$ cat src/rtl/gpio_evt_pkg.sv
package gpio_evt_pkg;

  localparam int SEL_W = 3;

  typedef enum logic [SEL_W-1:0] {
    EV_FALL = 3'd0,
    EV_RISE = 3'd1,
    EV_BOTH = 3'd2,
    EV_LOW  = 3'd3,
    EV_HIGH = 3'd4
  } evt_kind_e;

  localparam int OFF_EN_SET = 'h20;
  localparam int OFF_EN_CLR = 'h24;
  localparam int OFF_EN_VAL = 'h28;
  localparam int OFF_STATUS = 'h2C;

endpackage

$ cat src/rtl/gpio_evt_detect.sv
module gpio_evt_detect
  import gpio_evt_pkg::*;
#(
  parameter int NLINES = 32
) (
  input  logic                    clk,
  input  logic                    rst_n,
  input  logic [NLINES-1:0]       line_in,
  input  logic [SEL_W*NLINES-1:0] evt_sel,
  output logic [NLINES-1:0]       hit
);

  logic [NLINES-1:0] prev_q, prev_d;
  logic              primed_q, primed_d;

  // next state: previous sample of each line, edges valid after first sample
  always_comb begin
    prev_d   = line_in;
    primed_d = 1'b1;
  end

  always_ff @(posedge clk or negedge rst_n) begin
    if (!rst_n) begin
      prev_q   <= '0;
      primed_q <= 1'b0;
    end else begin
      prev_q   <= prev_d;
      primed_q <= primed_d;
    end
  end

  for (genvar g = 0; g < NLINES; g++) begin : g_line
    logic [SEL_W-1:0] sel;
    logic             rise, fall, h;

    assign sel  = evt_sel[g*SEL_W +: SEL_W];
    assign rise = primed_q &  line_in[g] & ~prev_q[g];
    assign fall = primed_q & ~line_in[g] &  prev_q[g];

    always_comb begin
      case (sel)
        EV_FALL: h = fall;
        EV_RISE: h = rise;
        EV_BOTH: h = rise | fall;
        EV_LOW:  h = ~line_in[g];
        EV_HIGH: h = line_in[g];
        default: h = 1'b0;
      endcase
    end

    assign hit[g] = h;
  end

endmodule

$ cat src/rtl/gpio_evt_regs.sv
module gpio_evt_regs
  import gpio_evt_pkg::*;
#(
  parameter int NLINES = 32,
  parameter int DW     = 32,
  parameter int AW     = 8
) (
  input  logic              clk,
  input  logic              rst_n,
  input  logic              reg_wr_en,
  input  logic              reg_rd_en,
  input  logic [AW-1:0]     reg_addr,
  input  logic [DW-1:0]     reg_wdata,
  input  logic [NLINES-1:0] hit,
  output logic [DW-1:0]     reg_rdata,
  output logic [NLINES-1:0] mask_q,
  output logic [NLINES-1:0] status_q
);

  localparam logic [AW-1:0] A_SET = AW'(OFF_EN_SET);
  localparam logic [AW-1:0] A_CLR = AW'(OFF_EN_CLR);
  localparam logic [AW-1:0] A_VAL = AW'(OFF_EN_VAL);
  localparam logic [AW-1:0] A_STS = AW'(OFF_STATUS);

  logic              set_wr, clr_wr, sts_rd;
  logic              mask_en, status_en;
  logic [NLINES-1:0] mask_d, status_d, wbits;

  assign wbits  = reg_wdata[NLINES-1:0];
  assign set_wr = reg_wr_en & (reg_addr == A_SET);
  assign clr_wr = reg_wr_en & (reg_addr == A_CLR);
  assign sts_rd = reg_rd_en & (reg_addr == A_STS);

  always_comb begin
    mask_en   = set_wr | clr_wr;
    mask_d    = mask_q;
    if (set_wr) mask_d = mask_q | wbits;
    if (clr_wr) mask_d = mask_q & ~wbits;

    status_en = sts_rd | (|hit);
    status_d  = (sts_rd ? '0 : status_q) | hit;
  end

  always_ff @(posedge clk or negedge rst_n) begin
    if (!rst_n) begin
      mask_q   <= '0;
      status_q <= '0;
    end else begin
      if (mask_en)   mask_q   <= mask_d;
      if (status_en) status_q <= status_d;
    end
  end

  always_comb begin
    reg_rdata = '0;
    if (reg_rd_en) begin
      if (reg_addr == A_VAL) reg_rdata = DW'(mask_q);
      if (reg_addr == A_STS) reg_rdata = DW'(status_q);
    end
  end

endmodule

$ cat src/rtl/gpio_evt_irq_merge.sv
module gpio_evt_irq_merge #(
  parameter int NLINES = 32
) (
  input  logic [NLINES-1:0] status_q,
  input  logic [NLINES-1:0] mask_q,
  output logic              irq
);

  assign irq = |(status_q & mask_q);

endmodule

$ cat src/rtl/gpio_evt_bank.sv
module gpio_evt_bank
  import gpio_evt_pkg::*;
#(
  parameter int NLINES = 32,
  parameter int DW     = 32,
  parameter int AW     = 8
) (
  input  logic                    clk,
  input  logic                    rst_n,
  input  logic                    reg_wr_en,
  input  logic                    reg_rd_en,
  input  logic [AW-1:0]           reg_addr,
  input  logic [DW-1:0]           reg_wdata,
  output logic [DW-1:0]           reg_rdata,
  input  logic [NLINES-1:0]       line_in,
  input  logic [SEL_W*NLINES-1:0] evt_sel,
  output logic                    irq
);

  logic [NLINES-1:0] hit, mask_q, status_q;

  gpio_evt_detect #(.NLINES(NLINES)) detect_i (
    .clk     (clk),
    .rst_n   (rst_n),
    .line_in (line_in),
    .evt_sel (evt_sel),
    .hit     (hit)
  );

  gpio_evt_regs #(.NLINES(NLINES), .DW(DW), .AW(AW)) regs_i (
    .clk       (clk),
    .rst_n     (rst_n),
    .reg_wr_en (reg_wr_en),
    .reg_rd_en (reg_rd_en),
    .reg_addr  (reg_addr),
    .reg_wdata (reg_wdata),
    .hit       (hit),
    .reg_rdata (reg_rdata),
    .mask_q    (mask_q),
    .status_q  (status_q)
  );

  gpio_evt_irq_merge #(.NLINES(NLINES)) merge_i (
    .status_q (status_q),
    .mask_q   (mask_q),
    .irq      (irq)
  );

endmodule

$ cat config.mk
export PLATFORM = sky130hd
export DESIGN_NAME = gpio_evt_bank
export DESIGN_NICKNAME = d
export VERILOG_FILES = /design/src/rtl/gpio_evt_pkg.sv /design/src/rtl/gpio_evt_detect.sv /design/src/rtl/gpio_evt_regs.sv /design/src/rtl/gpio_evt_irq_merge.sv /design/src/rtl/gpio_evt_bank.sv
export SDC_FILE = /design/constraint.sdc
export NUM_CORES = 1
export LEC_CHECK = 0
export ABC_AREA = 1
export BUFFER_PORTS_ARGS = -buffer_cell sky130_fd_sc_hd__buf_4
export CORE_AREA = 3 3 136 138
export DETAILED_ROUTE_END_ITERATION = 6
export DIE_AREA = 0 0 139 141
export HOLD_SLACK_MARGIN = 0.08
export PLACE_DENSITY = 0.73
export SETUP_SLACK_MARGIN = 0.05
export SLEW_MARGIN = 20
export SYNTH_ARGS = -nofsm -noshare
export SYNTH_HDL_FRONTEND = slang
export SYNTH_SLANG_ARGS = --single-unit
$ cat constraint.sdc
create_clock -name clk -period 1.6 [get_ports clk]
set_clock_uncertainty 0.15 [all_clocks]
set_input_delay 0.4 -clock clk [delete_from_list [all_inputs] [get_ports clk]]
set_output_delay 0.4 -clock clk [all_outputs]
set_load 0.1 [all_outputs]
## After elaboration in Yosys (flattened, before gate mapping)

Cells that the tools add are included.

- Bitwise operators: 234
- Equal/unequal tests: 132
- Reductions and logical operators: 36
- Mux-type cells: 38

Operator list:

| kind | count |
|---|---|
| $eq 3x2->1 const B | 64 |
| $mux 32 | 6 |
| $pmux 1 s5 | 32 |
| $and 1x1->1 | 131 |
| $eq 3x1->1 const B | 32 |
| $eq 3x3->1 const B | 32 |
| $logic_not 3->1 | 32 |
| $and 32x32->32 | 2 |
| $not 1->1 | 64 |
| $or 32x32->32 | 2 |
| $reduce_or 32->1 | 2 |
| $or 1x1->1 | 34 |
| $eq 8x6->1 const B | 4 |
| $not 32->32 | 1 |
| $reduce_and 2->1 | 1 |
| $reduce_bool 2->1 | 1 |

- Bits in registers: 97

## Longest topological paths before layout

Gate-level depths: netlist (run 1).

- Depth in word-level cells: 7
- Mapped depth: 8
- Depth with buffers taken out: 8

## Cells and area by module

A second synthesis (run 1) with hierarchy kept.

- Cells, all modules: 1152
- Area, all modules: 7318.3 um2

By module, submodules not included:

| module | times used | area each (um2) | seq. area each (um2) | cells each |
|---|---|---|---|---|
| gpio_evt_detect | 1 | 3616.0 | 825.8 | 654 |
| gpio_evt_regs | 1 | 3465.8 | 1601.5 | 435 |
| gpio_evt_irq_merge | 1 | 236.5 | 0.0 | 63 |

## Worst setup path before layout (run 1)

Ideal clock, no wire load.

- Path kind: input to output
- Start point: input reg_addr[7]
- End point: output reg_rdata[13]
- Cell stages on the path: 6
- Arrival: 1808 ps
- Required time: 1050 ps
- Slack: -758 ps
- Cells stage by stage: or2_4 nor2_8 buf_6 buf_2 nand3_1 nand2_1

- Longest elaborated chain between the ends: 4

RTL lines:

| what | line | RTL |
|---|---|---|
| start: declaration | gpio_evt_bank.sv:12 | `input logic [AW-1:0] reg_addr,` |
| $eq 8x6->1 | gpio_evt_regs.sv:57 | `if (reg_addr == A_VAL) reg_rdata = DW'(mask_q);` |
| $mux 32 | gpio_evt_regs.sv:57 |  |
| $mux 32 (*) | gpio_evt_regs.sv:58 | `if (reg_addr == A_STS) reg_rdata = DW'(status_q);` |
| $mux 32 (*) | gpio_evt_regs.sv:56 | `if (reg_rd_en) begin` |
| end: declaration | gpio_evt_bank.sv:14 | `output logic [DW-1:0] reg_rdata,` |

Every way passes the cells marked *; elsewhere a longest branch is shown, timed or not.

## Worst setup path after layout (run 1)

- Start point: input reg_addr[7]
- End point: output reg_rdata[20]

The elaborated chain is that of the path after synthesis.

==> results of run 1 <==
per-layer routing:
metal	part of all wire [%]	up-vias	global-route usage [%]
met5	0	-	0
met4	3.5	0	8.44
met3	6.6	79	3.66
met2	50	335	42.6
met1	40	3890	27.3
li1	-	4258	-
power breakdown:
part           switching, mW  internal (mW)  total, mW
registers             0.0601           2.57       2.63
clock network          0.948           1.35       2.30
logic                  0.950          0.832       1.78
total                   1.96           4.75       6.71
final cells by class:
| cell class | count | area, um^2 |
|---|---|---|
| diodes | 1 | 2.50 |
| clock buffers | 10 | 229 |
| clock inverters | 4 | 70.1 |
| fillers | 1406 | 5610 |
| inverters | 160 | 601 |
| multi-input cells | 879 | 4550 |
| flip-flops and latches | 97 | 2430 |
| well taps | 225 | 282 |
| repair buffers | 343 | 3530 |
cells by family (layout without fill, tap and decap cells):
kind of cell    count (synthesis)  count (layout)
compound gates                126             126
flops                          97              97
simple gates                  751             752
buf+inv                       189             517
other cells                     1               2
timing repair:
item | 4_1_cts | 5_1_grt
resized for setup | 132 | 127
setup buffers | 3 | 4
endpoints found under the setup margin | 33 | 78
hold endpoints to repair | 129 | 0
pin swaps | 7 | 49
gates cloned | 1 | 17
hold buffers | 33 | 0
through the flow:
step | utilization (%) | instances | worst slack, ns
floorplan | - | 1164 | -0.366
global placement | 55.5 | 1646 | -0.581
detailed placement | 55.5 | 1646 | -0.609
CTS | 62.7 | 1697 | -0.513
global route | 67.6 | 1719 | -0.572
finish | 67.6 | 1719 | -0.525
worst max-delay path by stage:
stage / to / slack, ns
2_1_floorplan: reg_rdata[20] / -0.37
3_3_place_gp: reg_rdata[8] / -0.58
3_5_place_dp: reg_rdata[10] / -0.61
4_1_cts: irq / -0.51
5_1_grt: irq / -0.57
6_report: reg_rdata[20] / -0.52
tightest hold or removal path, stage by stage:
cell     delay, ns
buf_4         0.09
inv_1         0.03
nand3_1       0.06
nand3_1       0.06
Yosys cell counts:
master / n / share of area, %
a21oi_1: 47 / 3.4
buf_2: 21 / 1.5
buf_4: 3 / 0.33
buf_6: 1 / 0.16
clkbuf_1: 4 / 0.22
conb_1: 1 / 0.054
dfrtp_1: 97 / 35
inv_1: 160 / 8.7
nand2_1: 488 / 27
nand2_2: 1 / 0.091
nand3_1: 92 / 6.7
nand3b_1: 19 / 2.1
nand4_1: 11 / 1.0
nor2_1: 130 / 7.1
nor2_2: 1 / 0.091
nor2_8: 1 / 0.29
nor3_1: 7 / 0.51
o21ai_0: 45 / 3.3
o21ai_1: 32 / 2.3
o21bai_1: 2 / 0.22
or2_4: 1 / 0.13
==> metrics.txt, run 1 <==
CTS H-tree depth 3; Vias/cell 4.98; Critical Path, Cell by Cell buf_6 > or2_4 > nor2_8 > buf_12 > nand3_1 > nand2_4 > buf_12; setup_tns -23.76 ns; post-route cell area 11700 um^2; Most common cell on crit path buf_12; crit path launch reg_addr[7]; kind of cell adding the most delay to the critical path simple AND/OR/NAND/NOR gates; FF-to-FF setup slack 0.21 ns; Buf+Inv Stages, Crit Path 3; Final ANT Viol Nets 0; Core Rows 48; layout cells sized above 1 32.2%; clk sink count 97; crit-path max cell delay 0.26 ns; CP Capture Type primary output; Final nets 1662; I/O Buffers 204; Critical R2R Launch detect_i.primed_q; Setup crit start kind primary input; CTS tree yes; final setup margin -0.525 ns; Min-Delay Endpoint regs_i.status_q[18]; residual DRC count 0; die area 19600 um^2; mux cell area share after synthesis 0%; drt first-iter violations 429; maximum clock insertion buffer count 2; failing checks negative setup slack; Slew HR 66.1%; Leak Pwr 6.26 nW; final RePlAce weighted congestion 0.826; CTS Buf Count 9; final hold vios 0; commonest non-fill, non-tap cell in the layout nand2_1; #FFs+latches synth 97; Synth-to-Final Area Change 69.6%; TritonRoute pass-1 iters 6; sequential-to-total area share from yosys stat 35.2%; max_cap viols 0; outcome complete, but fails checks; Routed Wire Length 26.0 mm; Worst-Margin Slew 0.508 ns; Syn Area/Cell 5.92 um^2; Root Buffer clkbuf_16; final hold slack 0.198 ns; pin count of the biggest net entering global routing 52; Peak VDD IR 0.000683 V; DR WL/cell 15.1 um; Synth Cell Area 6890 um^2; RSZ-0062 raised after global routing yes; Synth Net Count 1336; Tot GR Track Use 23.2%; Levels on crit path 7; crit path DAT 1.57 ns; CP max-delay cell or2_4; most frequent cells in the layout nand2_1 (415), buf_4 (234), inv_1 (156); num ports 205; Hold Crit Class primary input to flip-flop; cells after synthesis 1164; grt ovf 0; Setup-failing EPs final 65; global-route wire length before repair 37.4 mm; largest family of logic cells by synthesized area simple AND/OR/NAND/NOR gates; Synth Area in Adders 0%; Worst-Skew Late Latency 0.34 ns; hold path cells 4; yosys warns 0; total core area 17300 um^2; complex-gate fraction of the synthesized area 9.23%; Tot Pwr 6.71 mW; Post-Synth XOR/XNOR Area 0%; crit path max fanout 27; initial cell density of the core 39.8%; Yosys cell types 21; DP HPWL 17.0 mm; RR Endpoint regs_i.status_q[21]; fin crit period 2.12 ns; Cell Area, Placed 9600 um^2; number of global-route vias before repair 8109; crit share post-route 133%; simple-gate portion of the synthesized area 44.5%; critical path type primary input to primary output; PD cells 574 nW/um^2; max-slew violations 0; fmax 471 MHz; R2R depth 7; DIE HEIGHT 141 um; antenna violations before repair 1; worst hold start evt_sel[56]; total number of vias 8562; WP data required 1.05 ns; Clock transition at path regs 0.07 ns; die width 139 um
(Power assumes the default switching activity.)
==> inputs of run 2 (changes only) <==
- CORE_AREA: 3 3 136 138 -> 3 3 140 142
- DIE_AREA: 0 0 139 141 -> 0 0 143 145
- PLACE_DENSITY: 0.73 -> 0.72
- SYNTH_HIERARCHICAL: not set -> 1
==> metrics.txt, run 2 <==
outcome complete, but fails checks; failing checks negative setup slack; cell accounting for the most synthesized area dfrtp_1; PD cells 538 nW/um^2; P_int 4.56 mW; Peak VDD IR 0.000473 V; final RePlAce weighted congestion 0.853; yosys warns 6; Clock transition at path regs 0.07 ns; commonest non-fill, non-tap cell in the layout nand2_1; Final ANT Viol Nets 0; final setup margin -0.584 ns; I/O Buffers 204; Synth-to-Final Area Change 63.6%; Hold Crit Class primary input to flip-flop; DIE HEIGHT 145 um; crit path max fanout 7; top-area cell type share of the netlist area 33.2%; num ports 205; number of global-route vias before repair 7894; hold path cells 4; top post-synthesis cells by area dfrtp_1 (33%), nand2_1 (19%), inv_1 (9.3%); Root Buffer clkbuf_16; Tot GR Track Use 23.9%; Yosys cell types 22; TritonRoute pass-1 iters 5; final hold vios 0; die area 20700 um^2; R2R depth 6; Leak Pwr 6.02 nW; register share of total power 40.1%; #FFs+latches synth 97; sequential-to-total area share from yosys stat 33.2%; pin count of the biggest net entering global routing 39; total number of vias 8602; Final nets 1626; fin crit period 2.18 ns; CTS H-tree depth 3; most frequent cells in the layout nand2_1 (322), buf_4 (247), inv_1 (174); Post-synth EDFFs 0; combinational share of power 25.2%; power share of the clock group 34.7%; Switch Pwr 1.89 mW; critical path type primary input to primary output; CTS tree yes; antenna violations before repair 0; number of diodes 0; Synth Cell Area 7320 um^2; DR WL/cell 16.0 um; layout cells sized above 1 31.4%; maximum clock insertion buffer count 2; final hold slack 0.203 ns; Core Rows 50; max_cap viols 0; crit path DAT 1.63 ns; worst hold start reg_wdata[14]; Routed Wire Length 27.2 mm; initial cell density of the core 39.4%; FF-to-FF setup slack 0.19 ns; Setup crit start kind primary input; fmax 458 MHz; total core area 18600 um^2; count leader, synth nand2_1; core occupancy in the finished layout 64.4%; Critical R2R Launch detect_i/primed_q; die width 143 um; Vias/cell 5.08; CP Capture Type primary output; Sw Share 29.2%; asr flop ratio synth 100%; Setup-failing EPs final 65; crit share post-route 137%; Worst-Skew Late Latency 0.34 ns; max-slew violations 0; cells after synthesis 1152; ys flop type dfrtp_1; drt first-iter violations 464; clk sink count 97; Synth Net Count 1324; CTS Buf Count 9; residual DRC count 0; Synth top cells by count nand2_1 (365), inv_1 (181), nand3_1 (121); RSZ-0062 raised after global routing yes; global-route wire length before repair 39.5 mm; DP HPWL 16.9 mm; RR Endpoint regs_i/status_q[23]; grt ovf 0; WP data required 1.05 ns; Syn Area/Cell 6.35 um^2
run 2: changes by cell type after synthesis, sizes merged, moves of 2 or more:
| cell | change |
|---|---|
| a21o | +32 |
| a21oi | -6 |
| buf | +40 |
| inv | +23 |
| nand2 | -122 |
| nand3 | +30 |
| nand3b | +7 |
| nand4 | +28 |
| nor2 | -55 |
| nor3 | -3 |
| o21ai | +17 |
| o21bai | -2 |
run 2: layer usage:
layer,share of wire [%],GRT usage (%),vias up
li1,-,-,4257
met1,41,31.4,3989
met2,48,39.7,303
met3,7.9,4.25,53
met4,2.8,7.94,0
met5,0,0,-
run 2: cell families (layout without fill, tap and decap cells):
kind of cell	after synthesis	count (layout)	share of synthesized area (%)
flops	97	97	33.2
buf+inv	251	558	16.2
simple gates	636	636	38.1
other cells	1	1	0.0512
compound gates	167	167	12.5
run 2: worst max-delay path by stage:
stage	start	endpoint	slack [ns]	cells past startpoint
after floorplan	reg_addr[2]	reg_rdata[0]	-0.27	5
after global routing	reg_addr[0]	reg_rdata[25]	-0.62	10
final	reg_addr[0]	reg_rdata[25]	-0.58	10
after detailed placement	reg_addr[0]	reg_rdata[22]	-0.62	8
after CTS	reg_addr[0]	reg_rdata[30]	-0.51	11
after global placement	reg_addr[0]	reg_rdata[15]	-0.56	8
run 2: stage by stage:
| stage | instances | total power, mW | cell area [um^2] | worst slack [ns] | setup TNS [ns] |
|---|---|---|---|---|---|
| 2_1_floorplan | 1152 | 3.37 | 7770 | -0.267 | -8.01 |
| 3_3_place_gp | 1607 | 3.99 | 9830 | -0.560 | -31.06 |
| 3_5_place_dp | 1607 | 4.02 | 9830 | -0.625 | -33.97 |
| 4_1_cts | 1676 | 6.43 | 11400 | -0.514 | -15.22 |
| 5_1_grt | 1693 | 6.81 | 12000 | -0.615 | -21.69 |
| 6_report | 1693 | 6.45 | 12000 | -0.584 | -20.13 |
run 2: critical path, cell delays in order:
cell     delay [ns]
buf_8          0.10
inv_6          0.05
nand3_4        0.09
buf_4          0.16
nor2_4         0.10
buf_6          0.15
buf_12         0.13
nand3_1        0.15
nand2_4        0.11
buf_12         0.17
run 2: layout make-up:
| cell class | count | area (um^2) |
|---|---|---|
| fill | 1527 | 6610 |
| sequential | 97 | 2430 |
| inverter | 183 | 699 |
| timing repair buffer | 359 | 3720 |
| clock inverter | 5 | 55.1 |
| tap | 234 | 293 |
| clock buffer | 11 | 243 |
| multi-input combinational | 804 | 4530 |
run 2: power by group through the flow:
stage                     clock [mW]  combinational [mW]  sequential [mW]
after CTS                       2.31                1.54             2.58
after floorplan                    0               0.736             2.63
after global routing            2.41                1.81             2.60
after detailed placement           0                1.39             2.63
after global placement             0                1.36             2.63
final                           2.24                1.62             2.59
run 2: timing repair:
item	4_1_cts	5_1_grt
cloned	8	10
hold endpoints to repair	129	0
hold buffers	33	0
pin swaps	8	40
setup endpoints to repair	65	67
setup buffers	12	9
resized for setup	141	76
